File: src/rtl/fls_pkg.sv
package fls_pkg;
  typedef enum logic [1:0] {
    STEP_HOLD = 2'd0,
    STEP_UP   = 2'd1,
    STEP_DOWN = 2'd2
  } step_e;
endpackage

File: src/rtl/fls_frame_seq.sv
module fls_frame_seq #(
  parameter int OVS_RATIO  = 8,
  parameter int AVG_FRAMES = 32
) (
  input  logic clk_i,
  input  logic rst_ni,
  input  logic sync_i,
  input  logic oversample_i,
  output logic frame_o,
  output logic report_o
);
  localparam int SUB_W = $clog2(OVS_RATIO);
  localparam int AVG_W = $clog2(AVG_FRAMES);

  logic [SUB_W-1:0] sub_q;
  logic [AVG_W-1:0] avg_q;
  logic             report_q;
  logic             last_sub;

  assign last_sub = (sub_q == SUB_W'(OVS_RATIO - 1));
  assign frame_o  = sync_i && (!oversample_i || last_sub);
  assign report_o = report_q;

  always_ff @(posedge clk_i or negedge rst_ni) begin
    if (!rst_ni) begin
      sub_q    <= '0;
      avg_q    <= '0;
      report_q <= 1'b0;
    end else begin
      report_q <= 1'b0;
      if (!oversample_i)   sub_q <= '0;
      else if (sync_i)     sub_q <= last_sub ? '0 : sub_q + 1'b1;
      if (frame_o) begin
        if (avg_q == AVG_W'(AVG_FRAMES - 1)) begin
          avg_q    <= '0;
          report_q <= 1'b1;
        end else begin
          avg_q <= avg_q + 1'b1;
        end
      end
    end
  end
endmodule

File: src/rtl/fls_strobe_timer.sv
module fls_strobe_timer #(
  parameter int PER_W = 16
) (
  input  logic             clk_i,
  input  logic             rst_ni,
  input  logic             frame_i,
  input  logic [PER_W-1:0] period_i,
  output logic             strobe_o
);
  logic [PER_W-1:0] tmr_q;
  logic             at_end;

  // >= guards against a period that shrank below the running count
  assign at_end   = (tmr_q >= period_i);
  assign strobe_o = at_end && !frame_i;

  always_ff @(posedge clk_i or negedge rst_ni) begin
    if (!rst_ni)                tmr_q <= '0;
    else if (frame_i || at_end) tmr_q <= '0;
    else                        tmr_q <= tmr_q + 1'b1;
  end
endmodule

File: src/rtl/fls_period_servo.sv
module fls_period_servo
  import fls_pkg::*;
#(
  parameter int PER_W       = 16,
  parameter int CNT_W       = 9,
  parameter int TARGET      = 128,
  parameter int LOCK_RUN    = 4,
  parameter int PERIOD_INIT = 100
) (
  input  logic             clk_i,
  input  logic             rst_ni,
  input  logic             frame_i,
  input  logic [CNT_W-1:0] count_i,
  input  logic [PER_W-1:0] period_min_i,
  input  logic [PER_W-1:0] period_max_i,
  output logic [PER_W-1:0] period_o,
  output logic             lock_o
);
  localparam int RUN_W = $clog2(LOCK_RUN + 1);

  logic [PER_W-1:0] period_q, period_d;
  logic [RUN_W-1:0] run_q;
  step_e            dir;

  always_comb begin
    if (count_i > CNT_W'(TARGET))      dir = STEP_UP;
    else if (count_i < CNT_W'(TARGET)) dir = STEP_DOWN;
    else                               dir = STEP_HOLD;
  end

  always_comb begin
    period_d = period_q;
    case (dir)
      STEP_UP:   if (period_q < period_max_i) period_d = period_q + 1'b1;
      STEP_DOWN: if (period_q > period_min_i) period_d = period_q - 1'b1;
      default:   period_d = period_q;
    endcase
    // snap into window if bounds moved
    if (period_d > period_max_i) period_d = period_max_i;
    if (period_d < period_min_i) period_d = period_min_i;
  end

  always_ff @(posedge clk_i or negedge rst_ni) begin
    if (!rst_ni) begin
      period_q <= PER_W'(PERIOD_INIT);
      run_q    <= '0;
    end else if (frame_i) begin
      period_q <= period_d;
      if (dir != STEP_HOLD)                 run_q <= '0;
      else if (run_q != RUN_W'(LOCK_RUN))   run_q <= run_q + 1'b1;
    end
  end

  assign period_o = period_q;
  assign lock_o   = (run_q == RUN_W'(LOCK_RUN));
endmodule

File: src/rtl/fls_capture_path.sv
module fls_capture_path #(
  parameter int TARGET = 128,
  parameter int CNT_W  = 9,
  parameter int IDX_W  = 7,
  parameter int SAMP_W = 12,
  parameter int BIN_W  = 16
) (
  input  logic                     clk_i,
  input  logic                     rst_ni,
  input  logic                     frame_i,
  input  logic                     strobe_i,
  input  logic signed [SAMP_W-1:0] sample_i,
  input  logic                     bin0_valid_i,
  input  logic signed [BIN_W-1:0]  bin0_i,
  output logic [CNT_W-1:0]         count_o,
  output logic                     wr_en_o,
  output logic [IDX_W-1:0]         wr_idx_o,
  output logic signed [SAMP_W:0]   wr_data_o,
  output logic signed [SAMP_W-1:0] offset_o
);
  localparam logic [CNT_W-1:0]         CNT_MAX = '1;
  localparam logic signed [SAMP_W-1:0] OFS_MAX = {1'b0, {(SAMP_W-1){1'b1}}};
  localparam logic signed [SAMP_W-1:0] OFS_MIN = {1'b1, {(SAMP_W-1){1'b0}}};

  logic [CNT_W-1:0]         cnt_q;
  logic                     wr_en_q;
  logic [IDX_W-1:0]         wr_idx_q;
  logic signed [SAMP_W:0]   wr_data_q, diff;
  logic signed [SAMP_W-1:0] ofs_q;
  logic                     bin_pos, bin_neg;

  assign diff    = {sample_i[SAMP_W-1], sample_i} - {ofs_q[SAMP_W-1], ofs_q};
  assign bin_neg = bin0_i[BIN_W-1];
  assign bin_pos = !bin_neg && (bin0_i != '0);

  always_ff @(posedge clk_i or negedge rst_ni) begin
    if (!rst_ni) begin
      cnt_q     <= '0;
      wr_en_q   <= 1'b0;
      wr_idx_q  <= '0;
      wr_data_q <= '0;
    end else begin
      wr_en_q <= strobe_i && (cnt_q < CNT_W'(TARGET));
      if (strobe_i) begin
        wr_idx_q  <= cnt_q[IDX_W-1:0];
        wr_data_q <= diff;
      end
      if (frame_i)                            cnt_q <= '0;
      else if (strobe_i && cnt_q != CNT_MAX)  cnt_q <= cnt_q + 1'b1;
    end
  end

  always_ff @(posedge clk_i or negedge rst_ni) begin
    if (!rst_ni) ofs_q <= '0;
    else if (bin0_valid_i) begin
      if (bin_pos && ofs_q != OFS_MAX)      ofs_q <= ofs_q + 1'b1;
      else if (bin_neg && ofs_q != OFS_MIN) ofs_q <= ofs_q - 1'b1;
    end
  end

  assign count_o   = cnt_q;
  assign wr_en_o   = wr_en_q;
  assign wr_idx_o  = wr_idx_q;
  assign wr_data_o = wr_data_q;
  assign offset_o  = ofs_q;
endmodule

File: src/rtl/sync_locked_sampler.sv
module sync_locked_sampler #(
  parameter int PER_W       = 16,
  parameter int TARGET      = 128,
  parameter int SAMP_W      = 12,
  parameter int BIN_W       = 16,
  parameter int OVS_RATIO   = 8,
  parameter int AVG_FRAMES  = 32,
  parameter int LOCK_RUN    = 4,
  parameter int PERIOD_INIT = 100,
  localparam int IDX_W      = $clog2(TARGET),
  localparam int CNT_W      = IDX_W + 2
) (
  input  logic                     clk_i,
  input  logic                     rst_ni,
  input  logic                     sync_i,
  input  logic                     oversample_i,
  input  logic [PER_W-1:0]         period_min_i,
  input  logic [PER_W-1:0]         period_max_i,
  input  logic signed [SAMP_W-1:0] sample_i,
  input  logic                     bin0_valid_i,
  input  logic signed [BIN_W-1:0]  bin0_i,
  output logic                     strobe_o,
  output logic                     wr_en_o,
  output logic [IDX_W-1:0]         wr_idx_o,
  output logic signed [SAMP_W:0]   wr_data_o,
  output logic [PER_W-1:0]         period_o,
  output logic signed [SAMP_W-1:0] offset_o,
  output logic                     lock_o,
  output logic                     report_o
);
  logic             frame_w;
  logic [CNT_W-1:0] count_w;

  fls_frame_seq #(
    .OVS_RATIO (OVS_RATIO),
    .AVG_FRAMES(AVG_FRAMES)
  ) u_frame (
    .clk_i       (clk_i),
    .rst_ni      (rst_ni),
    .sync_i      (sync_i),
    .oversample_i(oversample_i),
    .frame_o     (frame_w),
    .report_o    (report_o)
  );

  fls_strobe_timer #(.PER_W(PER_W)) u_timer (
    .clk_i   (clk_i),
    .rst_ni  (rst_ni),
    .frame_i (frame_w),
    .period_i(period_o),
    .strobe_o(strobe_o)
  );

  fls_period_servo #(
    .PER_W      (PER_W),
    .CNT_W      (CNT_W),
    .TARGET     (TARGET),
    .LOCK_RUN   (LOCK_RUN),
    .PERIOD_INIT(PERIOD_INIT)
  ) u_servo (
    .clk_i       (clk_i),
    .rst_ni      (rst_ni),
    .frame_i     (frame_w),
    .count_i     (count_w),
    .period_min_i(period_min_i),
    .period_max_i(period_max_i),
    .period_o    (period_o),
    .lock_o      (lock_o)
  );

  fls_capture_path #(
    .TARGET(TARGET),
    .CNT_W (CNT_W),
    .IDX_W (IDX_W),
    .SAMP_W(SAMP_W),
    .BIN_W (BIN_W)
  ) u_capture (
    .clk_i       (clk_i),
    .rst_ni      (rst_ni),
    .frame_i     (frame_w),
    .strobe_i    (strobe_o),
    .sample_i    (sample_i),
    .bin0_valid_i(bin0_valid_i),
    .bin0_i      (bin0_i),
    .count_o     (count_w),
    .wr_en_o     (wr_en_o),
    .wr_idx_o    (wr_idx_o),
    .wr_data_o   (wr_data_o),
    .offset_o    (offset_o)
  );
endmodule

File: config.mk
export PLATFORM = sky130hd
export DESIGN_NAME = sync_locked_sampler
export DESIGN_NICKNAME = d
export VERILOG_FILES = /design/src/rtl/fls_pkg.sv /design/src/rtl/fls_frame_seq.sv /design/src/rtl/fls_strobe_timer.sv /design/src/rtl/fls_period_servo.sv /design/src/rtl/fls_capture_path.sv /design/src/rtl/sync_locked_sampler.sv
export SDC_FILE = /design/constraint.sdc
export NUM_CORES = 1
export LEC_CHECK = 0
export BUFFER_PORTS_ARGS = -buffer_cell sky130_fd_sc_hd__buf_4
export CAP_MARGIN = 20
export CORE_ASPECT_RATIO = 0.9
export CORE_MARGIN = 2
export CORE_UTILIZATION = 50
export CTS_CLUSTER_DIAMETER = 200
export CTS_CLUSTER_SIZE = 14
export DETAILED_ROUTE_END_ITERATION = 7
export GPL_TIMING_DRIVEN = 0
export HOLD_SLACK_MARGIN = 0.15
export PLACE_DENSITY = 0.71
export SETUP_SLACK_MARGIN = 0.5
export SLEW_MARGIN = 20
export SYNTH_ARGS = -nofsm -noshare
export SYNTH_HDL_FRONTEND = slang
export SYNTH_SLANG_ARGS = --single-unit
File: constraint.sdc
create_clock -name clk_i -period 7.1 [get_ports clk_i]
set_clock_uncertainty 0.2 [all_clocks]
set_input_delay 1.42 -clock clk_i [delete_from_list [all_inputs] [get_ports clk_i]]
set_output_delay 1.42 -clock clk_i [all_outputs]
set_load 0.03 [all_outputs]
[Word-level counts from Yosys, hierarchy flattened]
Index checks and enable logic that the tools add are counted.
Operators by class
  $add $sub $neg: 10
  $lt $le $gt $ge: 7
  equal/unequal tests: 10
  muxes and demuxes: 20
  reduce and logical (&&, ||, !) cells: 19
Operators by type and width (count)
  $mux 16: 5
  $add 16x1->16 const B: 2
  $gt 16x16->1: 2
  $lt 16x16->1: 2
  $pmux 16 s2: 1
  $mux 12: 2
  $ne 12x12->1 const B: 2
  $mux 9: 2
  $ge 16x16->1: 1
  $reduce_bool 16->1: 1
  $sub 16x1->16 const B: 1
  $mux 3: 5
  $sub 12x12->13: 1
  $add 12x1->12 const B: 1
  $sub 12x1->12 const B: 1
  $add 9x1->9 const B: 1
  $gt 9x8->1 const B: 1
  $lt 9x8->1 const B: 1
  $ne 9x9->1 const B: 1
  $reduce_bool 2->1: 4
  $logic_and 1x1->1: 7
  $add 3x1->3 const B: 2
  $eq 3x3->1 const B: 2
  $add 5x1->5 const B: 1
  11 further kinds: 17
Word-level totals
  flip-flop bits (word level): 86
  input port bits: 65
  output and inout port bits: 52

[Depth between registers and ports, before layout]
  depth after elaboration: 9
  depth in mapped cells: 32

[By module]
Synthesis repeated with hierarchy kept, for this count alone.
Unflattened totals
  cells, all modules: 948
  area, all modules: 8097.8 um2
Modules (own cells, without submodules)
  fls_period_servo: instances 1, cells each 495, area an instance 3711.1 um2, sequential area each 479.2 um2
  fls_capture_path: instances 1, cells each 287, area an instance 2737.6 um2, sequential area each 1051.0 um2
  fls_strobe_timer: instances 1, cells each 125, area an instance 1184.9 um2, sequential area each 400.4 um2
  fls_frame_seq: instances 1, cells each 41, area an instance 464.2 um2, sequential area each 225.2 um2

[Worst setup path before layout]
Ideal clock, no wire load.
  kind: in2reg
  start point: in period_max_i[13]
  end point: reg u_servo.period_q[11] (netlist: u_servo.period_o[11])
  library setup time: 0.141 ns
  data arrival time: 7.198 ns
  data required time: 6.759 ns
  path slack: -0.440 ns
  stages on the path: 28
  path buffers: 3
  cells stage by stage: inv_1 > ha_1 > a211oi_1 > o21bai_1 > a2111oi_2 > or3b_1 > a21oi_2 > xnor2_1 > ha_1 > or3_1 > a221oi_2 > o21ai_1 > a221oi_2 > or2_1 > buf_2 > buf_2 > mux2_4 > ha_1 > a21o_1 > a21o_1 > a211o_1 > a221oi_1 > o2111ai_1 > and4b_4 > nor2_8 > buf_6 > nand3_1 > o311ai_2
On the way
  longest elaborated chain between the ends: 7
Ends and longest elaborated chain
  from (decl): RTL line sync_locked_sampler.sv:18  | input logic [PER_W-1:0] period_max_i,
  $lt 16x16->1: RTL line fls_period_servo.sv:34  | STEP_UP: if (period_q < period_max_i) period_d = period_q + 1'b1;
  $mux 16: RTL line fls_period_servo.sv:34
  $pmux 16 s2: RTL line fls_period_servo.sv:33  | case (dir)
  $gt 16x16->1: RTL line fls_period_servo.sv:39  | if (period_d > period_max_i) period_d = period_max_i;
  $mux 16 *: RTL line fls_period_servo.sv:39
  $lt 16x16->1: RTL line fls_period_servo.sv:40  | if (period_d < period_min_i) period_d = period_min_i;
  $mux 16 *: RTL line fls_period_servo.sv:40
  to (signal assigned): RTL line fls_period_servo.sv:45  | period_q <= PER_W'(PERIOD_INIT);
  to (signal assigned): RTL line fls_period_servo.sv:48  | period_q <= period_d;
  to (decl): RTL line fls_period_servo.sv:21  | logic [PER_W-1:0] period_q, period_d;
Every way passes the cells marked *; elsewhere a longest branch is shown, timed or not.
A chain may end at the register's enable or synchronous reset.

[Worst setup path after layout]
  start point: in period_max_i[2]
  end point: reg u_servo.period_q[0] (netlist: u_servo.period_o[0])
Same word-level chain as after synthesis.

==> impl_metrics.py <==
metrics = {
    "status": {
        "status": "complete, but fails checks",
        "violations": "setup timing",
    },
    "drt": {
        "drc": 0,
        "drt_iter0_drc": 737,
        "detail-route-antenna-nets": 0,
        "wl_per_cell_um": 18.4,
        "dr_total_vias": 7306,
        "dr.pass1.iters": 7,
        "routed_wl_mm": 23.1,
        "viasPerCell": 5.82,
    },
    "sta": {
        "whs_ns": 0.285,
        "max_freq_ghz": 0.133,
        "slew_violations": 0,
        "slew_headroom_pct": 28.2,
        "final-setup-viol-count": 16,
        "min_period_over_period_pct": 106,
        "fin_crit_ns": 7.53,
        "tightest_slew_ns": 1.08,
        "final-hold-violation-count": 0,
        "fin_tns_setup_ns": -5.78,
        "setup_slack_ns": -0.433,
        "rsz0062_at_grt": "yes",
    },
    "critical_path": {
        "worstSetupStartpointType": "primary input",
        "cp-end-kind": "register",
        "critPathMostFrequentCell": "buf_6",
        "critical_path_class": "in2reg",
        "cpMaxStageDelayCell": "or3b_4",
        "crit_path_max_fanout": 7,
        "slowest_delay_ns": 0.41,
        "worstPathArrival_ns": 7.53,
        "cp_data_required_time_ns": 7.09,
    },
    "clock_tree": {
        "worst_skew_pair.late_latency_ns": 0.35,
        "clock_tree.root_cell": "clkbuf_16",
        "hold_buffers": 0,
        "numCtsBuffers": 9,
        "path_clk_slew_ns": 0.06,
        "clk_path_buf_depth": 2,
        "htree_levels": 3,
        "cts_tree": "yes",
        "cts_num_sinks": 86,
    },
    "layout": {
        "fin_nets": 1229,
        "synthToLayoutAreaGrowth_pct": 31.7,
        "layout-drive-gt1-share_pct": 31.0,
        "finalInstanceArea_um2": 10200,
        "diodes": 0,
    },
    "run": {
        "cap_violations": 0,
    },
    "hold_path": {
        "hp-class": "reg2reg",
    },
    "floorplanning": {
        "die_y_um": 122,
        "std_cell_rows": 43,
        "die_w_um": 135,
        "start_util_pct": 50.7,
        "io-pin-count": 117,
        "die_area_um2": 16600,
        "core_area_um2": 15300,
    },
    "global_routing": {
        "grtUsageTotal_pct": 28.2,
        "grt_max_degree": 87,
        "grt_pass1_vias": 6905,
        "grt_pass1_wl_mm": 36.0,
        "overflow": 0,
        "grt_antenna_before_repair": 0,
    },
    "place": {
        "globalplace.congestion": 1.00,
        "placed_area_um2": 9160,
        "io_buffers": 115,
        "hpwl_mm": 17.3,
    },
    "yosys": {
        "syn_avg_cell_area_um2": 8.81,
        "yosysSeqAreaShare_pct": 27.7,
        "synthTopCellsByArea": "dfrtp_1 27%, ha_1 18%, inv_1 3.9%",
        "synth_top_area_share_pct": 26.7,
        "synth-edff-count": 0,
        "yosysMostFrequentCell": "ha_1",
        "syn_area_um2": 7770,
        "yosysTopAreaCell": "dfrtp_1",
        "ys_ff_latch": 86,
        "synth.distinct_cells": 85,
        "ys.flop_type": "dfrtp_1",
        "syn-num-nets": 1061,
        "ys_warn_count": 0,
        "async_flop_share_pct": 100,
        "synthCells": 882,
        "synthTopCellsByCount": "112 x ha_1, 83 x dfrtp_1, 81 x inv_1, 80 x nand2_1, 73 x nor2_1",
    },
    "power": {
        "p_total_w": 0.00405,
        "vdd_drop_max_mv": 0.246,
        "p_per_area_nw_per_um2": 396,
        "power.leakage_nw": 4.84,
    },
}
==> power breakdown <==
group          switching [W]  internal (W)
clock network       0.000197      0.000244
logic                0.00151       0.00126
registers           0.000222      0.000613
==> cell type report <==
class                           instances  area, um^2
Multi-Input combinational cell        690        5810
Fill cell                            1259        5090
Timing Repair Buffer                  157        1260
Tap cell                              202         253
Clock buffer                           11         243
Buffer                                 25         163
Sequential cell                        86        2160
Clock inverter                          3        21.3
Inverter                               81         335
==> worst max-delay path, delay by kind of cell <==
| family | cells | cell delay [ns] |
|---|---|---|
| buffers and inverters | 8 | 0.95 |
| AO/OA/AOI/OAI | 11 | 2.23 |
| multiplexers | 2 | 0.51 |
| AND/OR/NAND/NOR | 7 | 1.63 |
| adder cells (fa/ha/maj) | 3 | 0.64 |
| XOR/XNOR | 1 | 0.09 |
==> repair_timing <==
action,CTS,global route
setup endpoints to repair,16,16
hold endpoints to repair,0,0
buffers inserted,24,17
gates resized for setup,50,41
cloned,1,0
pin swaps,35,34
==> routing by layer <==
layer / up-vias / GRT usage (%) / part of all wire (%)
met4: 0 / 10.9 / 2.7
met2: 266 / 43.6 / 45
met3: 45 / 5.62 / 6.5
met1: 3472 / 39.3 / 46
li1: 3523 / - / -
met5: - / 0 / 0
==> layout by cell type, fill, tap and decap left out, types with 21 or more instances in the layout <==
cell     netlist  layout
a21oi_1       31      25
buf_4          2     147
dfrtp_1       83      83
ha_1         112      94
inv_1         81      69
nand2_1       80      79
nand3_1       35      26
nand4_1       21      21
nor2_1        73      72
nor3_1        21      21
o21ai_0       46      41
xnor2_1       28      24
xor2_1        23      23
==> flip-flops by register name, summed over array words and instances (netlist names), 5 cells and up <==
name / count
u_capture.offset_o: 12
u_servo.period_o: 16
u_capture.count_o: 9
u_capture.wr_data_o: 13
u_frame.avg_q: 5
u_timer.tmr_q: 16
u_capture.wr_idx_o: 7
==> path summary, 6_finish.rpt <==
path | slack (ns) | depth (start not counted) | start | to
setup / recovery | -0.43 | 32 | period_max_i[2] | u_servo.period_o[0]
hold / removal | 0.28 | 2 | u_frame.avg_q[4] | u_frame.avg_q[4]
setup reg to reg | 0.14 | 27 | u_servo.period_o[2] | u_servo.period_o[0]
hold reg to reg | 0.28 | 2 | u_frame.avg_q[4] | u_frame.avg_q[4]
max in group asynchronous | 5.19 | 1 | rst_ni | u_frame.avg_q[4]
min in group asynchronous | 0.94 | 1 | rst_ni | u_timer.tmr_q[5]
==> logic make-up after synthesis <==
logic type                 after synthesis  synth area share [%]
AOI/OAI and AO/OA                      187                  17.7
adders and majority gates              114                  18.5
muxes                                   26                  3.70
buffers and inverters                  106                  5.63
and+or+nand+nor                        311                  20.8
xor gates and xnor gates                52                  5.96
DFF                                     86                  27.7
==> per-stage QoR <==
step | cells | worst slack (ns) | util, %
after floorplan | 882 | 0.0825 | -
final | 1255 | -0.433 | 66.8
after global routing | 1255 | -0.560 | 66.8
after detailed placement | 1199 | -1.37 | 59.7
after CTS | 1238 | -0.337 | 64.6
after global placement | 1199 | -1.36 | 59.7
(Power assumes the default switching activity.)
